<file path="src/rtl/eel_pkg.sv">
package eel_pkg;
  localparam int unsigned WORD_W   = 16;
  localparam int unsigned OPC_BITS = 3;
  localparam logic [2:0]  OPC_READ = 3'b110;
  localparam logic [6:0]  HDR_CSUM = 7'h05;
  localparam logic [6:0]  CIS_FIRST = 7'h10;

  typedef enum logic [1:0] {SQ_IDLE, SQ_ISSUE, SQ_WAIT, SQ_DONE} seq_st_t;
  typedef enum logic [1:0] {RD_IDLE, RD_SHIFT, RD_GAP} rd_st_t;

  // address bits per read command for the given size strap
  function automatic logic [4:0] addr_bits(input logic big);
    return big ? 5'd8 : 5'd6;
  endfunction

  // highest word address of the device
  function automatic logic [6:0] last_word(input logic big);
    return big ? 7'd127 : 7'd63;
  endfunction

  // running modulo-256 byte sum
  function automatic logic [7:0] byte_sum(input logic [7:0] acc, input logic [15:0] w);
    return acc + w[15:8] + w[7:0];
  endfunction
endpackage

</file>
<file path="src/rtl/eel_tick.sv">
module eel_tick #(
  parameter int unsigned HALF_PER = 63
) (
  input  logic clk,
  input  logic rst,
  input  logic run,
  output logic tick
);
  localparam int unsigned CNT_W = (HALF_PER > 1) ? $clog2(HALF_PER) : 1;
  localparam logic [CNT_W-1:0] CNT_MAX = CNT_W'(HALF_PER - 1);

  logic [CNT_W-1:0] cnt;

  assign tick = run && (cnt == CNT_MAX);

  always_ff @(posedge clk) begin
    if (rst || !run)  cnt <= '0;
    else if (tick)    cnt <= '0;
    else              cnt <= cnt + 1'b1;
  end
endmodule

</file>
<file path="src/rtl/eel_word_reader.sv">
module eel_word_reader
  import eel_pkg::*;
(
  input  logic              clk,
  input  logic              rst,
  input  logic              start,
  input  logic              big,
  input  logic [7:0]        addr,
  input  logic              tick,
  input  logic              ee_do,
  output logic              active,
  output logic              ee_cs,
  output logic              ee_sk,
  output logic              ee_di,
  output logic              word_done,
  output logic [WORD_W-1:0] word
);
  localparam int unsigned CMD_W = OPC_BITS + 8;

  rd_st_t            st;
  logic [CMD_W-1:0]  cmd;
  logic [4:0]        bitn;
  logic [4:0]        first_dat;
  logic [4:0]        last_bit;
  logic              sk_rise;
  logic              sk_fall;

  assign first_dat = 5'(OPC_BITS) + addr_bits(big);
  assign last_bit  = first_dat + 5'd15;
  assign sk_rise   = (st == RD_SHIFT) && tick && !ee_sk;
  assign sk_fall   = (st == RD_SHIFT) && tick && ee_sk;
  assign word_done = (st == RD_GAP) && tick;
  assign active    = (st != RD_IDLE);
  assign ee_di     = ee_cs & cmd[CMD_W-1];

  always_ff @(posedge clk) begin
    if (rst) begin
      st    <= RD_IDLE;
      ee_cs <= 1'b0;
      ee_sk <= 1'b0;
      cmd   <= '0;
      bitn  <= '0;
      word  <= '0;
    end else begin
      case (st)
        RD_IDLE: if (start) begin
          st    <= RD_SHIFT;
          ee_cs <= 1'b1;
          ee_sk <= 1'b0;
          bitn  <= '0;
          cmd   <= big ? {OPC_READ, addr} : {OPC_READ, addr[5:0], 2'b00};
        end
        RD_SHIFT: begin
          if (sk_rise) ee_sk <= 1'b1;
          if (sk_fall) begin
            ee_sk <= 1'b0;
            cmd   <= {cmd[CMD_W-2:0], 1'b0};
            if (bitn >= first_dat) word <= {word[WORD_W-2:0], ee_do};
            if (bitn == last_bit) begin
              st    <= RD_GAP;
              ee_cs <= 1'b0;
            end else begin
              bitn <= bitn + 1'b1;
            end
          end
        end
        RD_GAP: if (tick) st <= RD_IDLE;
        default: st <= RD_IDLE;
      endcase
    end
  end
endmodule

</file>
<file path="src/rtl/eeprom_boot_loader.sv">
module eeprom_boot_loader
  import eel_pkg::*;
#(
  parameter int unsigned HALF_PER = 63
) (
  input  logic        clk,
  input  logic        rst,
  input  logic        size_strap,
  input  logic        ee_do,
  output logic        ee_cs,
  output logic        ee_sk,
  output logic        ee_di,
  output logic        busy,
  output logic        done,
  output logic [7:0]  word_count,
  output logic [15:0] cfg_word,
  output logic        pwr_down,
  output logic [47:0] node_id,
  output logic        csum_ok,
  output logic        cis_we,
  output logic [6:0]  cis_addr,
  output logic [15:0] cis_data
);
  seq_st_t     st;
  logic        rst_q;
  logic        size_q;
  logic [6:0]  waddr;
  logic [7:0]  sum;
  logic        rd_active;
  logic        tick;
  logic        word_done;
  logic [15:0] rd_word;
  logic        rd_start;
  logic        in_cis;

  assign rd_start = (st == SQ_ISSUE);
  assign busy     = (st == SQ_ISSUE) || (st == SQ_WAIT);
  assign done     = (st == SQ_DONE);
  assign pwr_down = cfg_word[0];
  assign in_cis   = (waddr >= CIS_FIRST);
  assign cis_we   = (st == SQ_WAIT) && word_done && in_cis;
  assign cis_addr = waddr - CIS_FIRST;
  assign cis_data = rd_word;

  eel_tick #(.HALF_PER(HALF_PER)) tick_i (
    .clk(clk), .rst(rst), .run(rd_active), .tick(tick)
  );

  eel_word_reader rd_i (
    .clk(clk), .rst(rst), .start(rd_start), .big(size_q),
    .addr({1'b0, waddr}), .tick(tick), .ee_do(ee_do),
    .active(rd_active), .ee_cs(ee_cs), .ee_sk(ee_sk), .ee_di(ee_di),
    .word_done(word_done), .word(rd_word)
  );

  always_ff @(posedge clk) rst_q <= rst;

  always_ff @(posedge clk) begin
    if (rst) begin
      st         <= SQ_IDLE;
      size_q     <= 1'b1;
      waddr      <= '0;
      sum        <= '0;
      csum_ok    <= 1'b0;
      word_count <= '0;
      cfg_word   <= '0;
      node_id    <= '0;
    end else begin
      case (st)
        SQ_IDLE: if (rst_q) begin
          st     <= SQ_ISSUE;
          size_q <= size_strap;
          waddr  <= '0;
          sum    <= '0;
        end
        SQ_ISSUE: st <= SQ_WAIT;
        SQ_WAIT: if (word_done) begin
          case (waddr)
            7'd0: begin word_count <= rd_word[7:0]; sum <= byte_sum(sum, rd_word); end
            7'd1: begin cfg_word <= rd_word;        sum <= byte_sum(sum, rd_word); end
            7'd2: begin node_id[15:0]  <= rd_word;  sum <= byte_sum(sum, rd_word); end
            7'd3: begin node_id[31:16] <= rd_word;  sum <= byte_sum(sum, rd_word); end
            7'd4: begin node_id[47:32] <= rd_word;  sum <= byte_sum(sum, rd_word); end
            HDR_CSUM: csum_ok <= (sum == rd_word[15:8]);
            default: ;
          endcase
          if (waddr == last_word(size_q)) begin
            st <= SQ_DONE;
          end else begin
            st    <= SQ_ISSUE;
            waddr <= (waddr == HDR_CSUM) ? CIS_FIRST : waddr + 1'b1;
          end
        end
        SQ_DONE: st <= SQ_DONE;
        default: st <= SQ_IDLE;
      endcase
    end
  end
endmodule

</file>
<file path="config.mk">
export PLATFORM = sky130hd
export DESIGN_NAME = eeprom_boot_loader
export DESIGN_NICKNAME = d
export VERILOG_FILES = /design/src/rtl/eel_pkg.sv /design/src/rtl/eel_tick.sv /design/src/rtl/eel_word_reader.sv /design/src/rtl/eeprom_boot_loader.sv
export SDC_FILE = /design/constraint.sdc
export NUM_CORES = 1
export LEC_CHECK = 0
export ABC_AREA = 1
export BUFFER_PORTS_ARGS = -buffer_cell sky130_fd_sc_hd__buf_4
export CAP_MARGIN = 40
export CELL_PAD_IN_SITES_DETAIL_PLACEMENT = 1
export CELL_PAD_IN_SITES_GLOBAL_PLACEMENT = 2
export CORE_MARGIN = 2
export CORE_UTILIZATION = 34
export DETAILED_ROUTE_END_ITERATION = 12
export PLACE_DENSITY_LB_ADDON = 0.1
export SYNTH_ARGS = -nofsm -noshare
export SYNTH_HDL_FRONTEND = slang
export SYNTH_HIERARCHICAL = 1
export SYNTH_SLANG_ARGS = --single-unit
</file>
<file path="constraint.sdc">
create_clock -name clk -period 6.65 [get_ports clk]
set_clock_uncertainty 0.1 [all_clocks]
set_input_delay 0.665 -clock clk [delete_from_list [all_inputs] [get_ports clk]]
set_output_delay 0.665 -clock clk [all_outputs]
set_load 0.02 [all_outputs]
</file>
After elaboration in Yosys (flattened, before gate mapping)
Index checks and enable logic that the tools add are counted.
{ "word_totals": {"n_memories": 0, "ram_bits": 0, "word_cells": 124, "inputBits": 4, "latchBits": 0, "rom_bits": 0, "ff_bits": 134} }
{ "classes": {"shift": 0, "magnitude_cmp": 2, "eq_ne": 24, "bitwise": 1, "addsub": 8, "muxes": 36, "mul": 0, "n_div": 0, "reduce_logical": 35} }
{ "op_table": {"columns": ["op", "count"], "rows": [
  ["2-to-1 mux 7 bit", 5],
  ["2-to-1 mux 8 bit", 4],
  ["AND reduction 3 bit", 9],
  ["2-to-1 mux 11 bit", 2],
  ["one-hot mux 11 bit (2 select lines)", 1],
  ["AND reduction 4 bit", 5],
  ["adder 8 bit", 2],
  ["one-hot mux 8 bit (2 select lines)", 1],
  ["2-to-1 mux 5 bit", 3],
  ["equality test 7 x 2 -> 1 bit, second input constant", 2],
  ["equality test 7 x 3 -> 1 bit, second input constant", 2],
  ["2-to-1 mux 2 bit", 7],
  ["one-hot mux 7 bit (2 select lines)", 1],
  ["!= test 2 bit, second input constant", 6],
  ["one-hot mux 5 bit (2 select lines)", 1],
  ["equality test 8 bit", 1],
  ["one-hot mux 2 bit (4 select lines)", 1],
  ["adder 7 x 1 -> 7 bit, second input constant", 1],
  ["equality test 7 x 1 -> 1 bit, second input constant", 1],
  ["equality test 7 bit", 1],
  [">= comparator 7 x 5 -> 1 bit, second input constant", 1],
  ["logical AND 1 bit", 7],
  ["zero test 7 bit", 1],
  ["subtractor 7 x 5 -> 7 bit, second input constant", 1],
  ["23 further kinds", 40]
]} }

Logic depth before layout (Yosys ltp)
{ "logic_depth": {"depth_word": 7, "ltp_mapped": 16, "depth_no_buf": 16} }

Modules after synthesis
The synthesis kept the hierarchy.
{ "by_module_without_submodules": {"columns": ["module", "cells_each", "seq_area_each_um2", "area_each_um2", "instances"], "rows": [
  ["eeprom_boot_loader", 551, 1841.8, 4269.1, 1],
  ["eel_word_reader", 245, 720.7, 1706.6, 1],
  ["eel_tick", 37, 120.1, 289.0, 1]
]} }

Worst setup path after synthesis
No wires, ideal clock.
{ "synth_timing": {"path_kind": "reg-to-output", "start": "register rd_i.st[0]", "end": "output cis_we", "required_time_ns": 5.885, "stages_incl_launch_ff": 11, "setup_slack_ns": 4.001, "arrival_ns": 1.884, "path_cell_list": "dfxtp_1 > inv_2 > nand2_1 > inv_1 > nor2_1 > nand2_2 > inv_1 > inv_1 > nor3_1 > nand2_2 > a41oi_1"} }
{ "synth_between": {"elab_chain_len": 5, "word_cells_on_any_way": 6, "cone_classes": "eq/ne (1); reduce/logical (5)"} }
{ "synth_rtl": {"columns": ["item", "line", "source"], "rows": [
  ["start, declared", "eel_word_reader.sv:20", "rd_st_t st;"],
  ["start signal, assigned", "eel_word_reader.sv:38", "st <= RD_IDLE;"],
  ["start signal, assigned", "eel_word_reader.sv:47", "st <= RD_SHIFT;"],
  ["start signal, assigned", "eel_word_reader.sv:60", "st <= RD_GAP;"],
  ["nonzero test 2 bit", "eel_word_reader.sv:33", "assign active = (st != RD_IDLE);"],
  ["net rd_active", "eeprom_boot_loader.sv:29", "logic rd_active;"],
  ["logical AND 1 bit", "eel_tick.sv:14", "assign tick = run && (cnt == CNT_MAX);"],
  ["net tick", "eeprom_boot_loader.sv:30", "logic tick;"],
  ["logical AND 1 bit", "eel_word_reader.sv:32", "assign word_done = (st == RD_GAP) && tick;"],
  ["net word_done", "eeprom_boot_loader.sv:31", "logic word_done;"],
  ["logical AND 1 bit (2 in a row)", "eeprom_boot_loader.sv:41", "assign cis_we = (st == SQ_WAIT) && word_done && in_cis;"],
  ["end, declared", "eeprom_boot_loader.sv:20", "output logic cis_we,"]
]} }
The timed path passes the listed nets, and every way through them passes these cells.

Final worst setup path
Ends and elaborated chain as after synthesis.

==> impl_metrics.env <==
export IMPL_grt_pass1_wl_um=32600
export IMPL_avgSynthCellArea_um2=7.52
export IMPL_drt_iter0_drc=339
export IMPL_reg2regPathDepth=13
export IMPL_critPathArrivalTime_ns=2.63
export IMPL_path_cells="inv_2 -> nand2_1 -> inv_1 -> nor2_1 -> nand2_2 -> inv_1 -> inv_1 -> nor3_1 -> nand2_2 -> a41oi_1 -> buf_4"
export IMPL_fmax_ghz=0.294
export IMPL_slowest_delay_ns=0.56
export IMPL_start_util=0.348
export IMPL_ys_types=38
export IMPL_peakVddDrop_v=0.000152
export IMPL_io_buffers=106
export IMPL_rrSetupSlack_ns=3.56
export IMPL_cp_top_family="simple AND/OR/NAND/NOR gates"
export IMPL_reg2reg_from="rd_i/st[0]"
export IMPL_clk_pin_slew_ns=0.06
export IMPL_critical_path_buf_inv_count=5
export IMPL_clock_path_buffers=2
export IMPL_cts_root_buf="clkbuf_16"
export IMPL_dieWidth_um=140
export IMPL_slew_violations=0
export IMPL_yosysWarnings=6
export IMPL_status="finished, final reports clean"
export IMPL_core_um2=18000
export IMPL_reg2reg_to="node_id[38]"
export IMPL_max_cap_viol_count=0
export IMPL_powerDensity_nw_per_um2=283
export IMPL_final_cell_mix="nor2_1 (177), dfxtp_1 (134), nand2_1 (127)"
export IMPL_htree_levels=4
export IMPL_tightest_slew_ns=0.786
export IMPL_multi_input_area_um2=3120
export IMPL_fillers=2230
export IMPL_cts_tree="yes"
export IMPL_whs_path_depth=2
export IMPL_die_area_um2=19500
export IMPL_drcViolationCount=0
export IMPL_crit_top_cell="inv_1"
export IMPL_wire_per_inst_um=17.6
export IMPL_diodes=0
export IMPL_chipHeight_um=140
export IMPL_antenna_found_initial=0
export IMPL_leakage_nw=3.70
export IMPL_critPathLaunchType="register"
export IMPL_seq_area_frac_synth=0.428
export IMPL_setup_viol_count_final=0
export IMPL_io_pins=107
export IMPL_place_congestion=0.794
export IMPL_hold_viol=0
export IMPL_grt_overflow=0
export IMPL_numCtsBuffers=17
export IMPL_min_period_ns=3.40
export IMPL_grt_pass1_vias=5920
export IMPL_min_from="rd_i/cmd[9]"
export IMPL_worstPathRequired_ns=5.88
export IMPL_drive_gt1_frac=0.190
export IMPL_clkLatencyLatePin_ns=0.42
export IMPL_cts_resized=0
export IMPL_vias=5932
export IMPL_areaGrowthSynthToFinish_pct=24.2
export IMPL_grt_start_max_net_pins=73
export IMPL_synth_seq_cells=134
export IMPL_rows=49
export IMPL_final_common_cell="nor2_1"
export IMPL_fin_nets=962
export IMPL_dp_hpwl_um=14200
export IMPL_first_pass_iters=5
export IMPL_setup_tns_final_ns=0
export IMPL_crit_slowest_cell="nor3_1"
export IMPL_finalCritPeriodShare=0.511
export IMPL_synth_cells=833
export IMPL_hold_buffers=0
export IMPL_yosysTopAreaCellShare=0.428
export IMPL_rsz0062_at_grt="no"
export IMPL_drtAntennaViolNets=0
export IMPL_cts_sinks=134
export IMPL_ys_top_cells_by_area="dfxtp_1 (43%), nor2_1 (11%), nand2_1 (7.6%)"
export IMPL_gr_usage_all_layers=0.211
export IMPL_synth_area_um2=6260
export IMPL_synth_nets=868
export IMPL_vias_per_cell=5.07
export IMPL_slew_headroom=0.474
export IMPL_min_to="rd_i/cmd[9]"
export IMPL_crit_path_end_kind="output pin"
export IMPL_worstSetupPathType="reg -> out"
export IMPL_cp_max_fo=4
export IMPL_fin_util=0.432
export IMPL_seqCellArea_um2=2680
export IMPL_cts_setup_buffers=0
export IMPL_wl_um=20600
export IMPL_hold_class="reg -> reg"
export IMPL_synth_top_area_cell="dfxtp_1"
==> kinds of logic (layout without fill, tap and decap cells) <==
group	count (synthesis)	in the layout	synth area share
other	1	1	0.000599
DFF	134	134	0.428
and+or+nand+nor	401	401	0.280
adders and majority gates	31	31	0.0715
buffers and inverters	100	207	0.0733
xor gates and xnor gates	16	16	0.0224
AOI/OAI and AO/OA	150	150	0.124
==> sequential cells by signal, summed over array words and instances (netlist names), 5 cells and up <==
name        cells
cfg_word       16
rd_i/word      16
node_id        48
rd_i/bitn       5
tick_i/cnt      6
sum             8
rd_i/cmd       11
word_count      8
waddr           7
==> routing by layer <==
| layer | up-vias | share of wire | track usage |
|---|---|---|---|
| met2 | 123 | 0.48 | 0.348 |
| met1 | 2910 | 0.47 | 0.285 |
| li1 | 2889 | - | - |
| met5 | - | 0 | 0 |
| met3 | 10 | 0.050 | 0.0465 |
| met4 | 0 | 0.0058 | 0.0468 |
==> worst max path at each step <==
stage | start | endpoint | slack, ns | cells after the start
4_1_cts | rd_i/st[0] | cis_we | 3.20 | 11
6_report | rd_i/st[0] | cis_we | 3.25 | 11
2_1_floorplan | rd_i/st[0] | cis_we | 4.00 | 10
3_3_place_gp | rd_i/st[0] | node_id[45] | 3.74 | 13
3_5_place_dp | rd_i/st[0] | node_id[38] | 3.54 | 13
5_1_grt | tick_i/cnt[0] | cis_we | 3.06 | 11
==> report_power, final <==
| part | internal [mW] | total (mW) | switching, mW |
|---|---|---|---|
| clock network | 0.533 | 0.953 | 0.420 |
| logic | 0.116 | 0.365 | 0.250 |
| registers | 0.842 | 0.885 | 0.0434 |
| total | 1.49 | 2.20 | 0.713 |
==> per-stage QoR <==
step / cells / setup WS [ns] / total power [mW] / area, um^2 / hold slack, ns
after floorplan: 833 / 4.00 / 1.17 / 6260 / 0.330
after global placement: 1136 / 3.74 / 1.25 / 7160 / 0.341
after detailed placement: 1137 / 3.54 / 1.27 / 7190 / 0.362
after CTS: 1169 / 3.20 / 2.22 / 7780 / 0.373
after global routing: 1169 / 3.06 / 2.31 / 7780 / 0.386
final: 1169 / 3.25 / 2.20 / 7780 / 0.366
==> synthesized netlist by cell type <==
master      n
clkbuf_1   11
fa_1        8
nand3_2     4
nand2_2     6
buf_4      13
o21ai_1     1
nand3_1    57
a21boi_1    1
nand3b_1    1
o21bai_1    1
nor2_1    177
nand4_1     9
xnor2_1     5
nor3_4      1
buf_6       3
nor3_1      6
xor2_1     11
nor2_2      3
clkinv_2    1
o22ai_2     1
nand2_1   127
nand4_2     1
dfxtp_1   134
buf_2       9
nand3_4     1
inv_2       8
a41oi_1     1
a21oi_1    52
o21ai_2     1
o211ai_1    1
nor2_4      5
buf_1       1
inv_1      54
a311o_1     1
conb_1      1
o21ai_0    90
ha_1       23
nand2_4     3
==> layout make-up <==
cell class / instances / share of cell area
sequential: 134 / 0.345
clock inverter: 15 / 0.0211
timing repair buffer: 112 / 0.111
inverter: 63 / 0.0306
tap: 229 / 0.0368
multi-input combinational: 599 / 0.401
clock buffer: 17 / 0.0547
==> worst register-to-register path: stages (launching register included) <==
cell and delay, ns:
dfxtp_1 0.40, inv_2 0.08, nand2_1 0.07, inv_1 0.05, nor2_1 0.12, nand2_2 0.09
inv_1 0.09, inv_1 0.07, nor3_1 0.56, nand2_2 0.21, nor3_4 0.64, inv_2 0.28
nor2_1 0.16, nor2_1 0.06
Note: power is estimated with default switching activity, not from simulation.
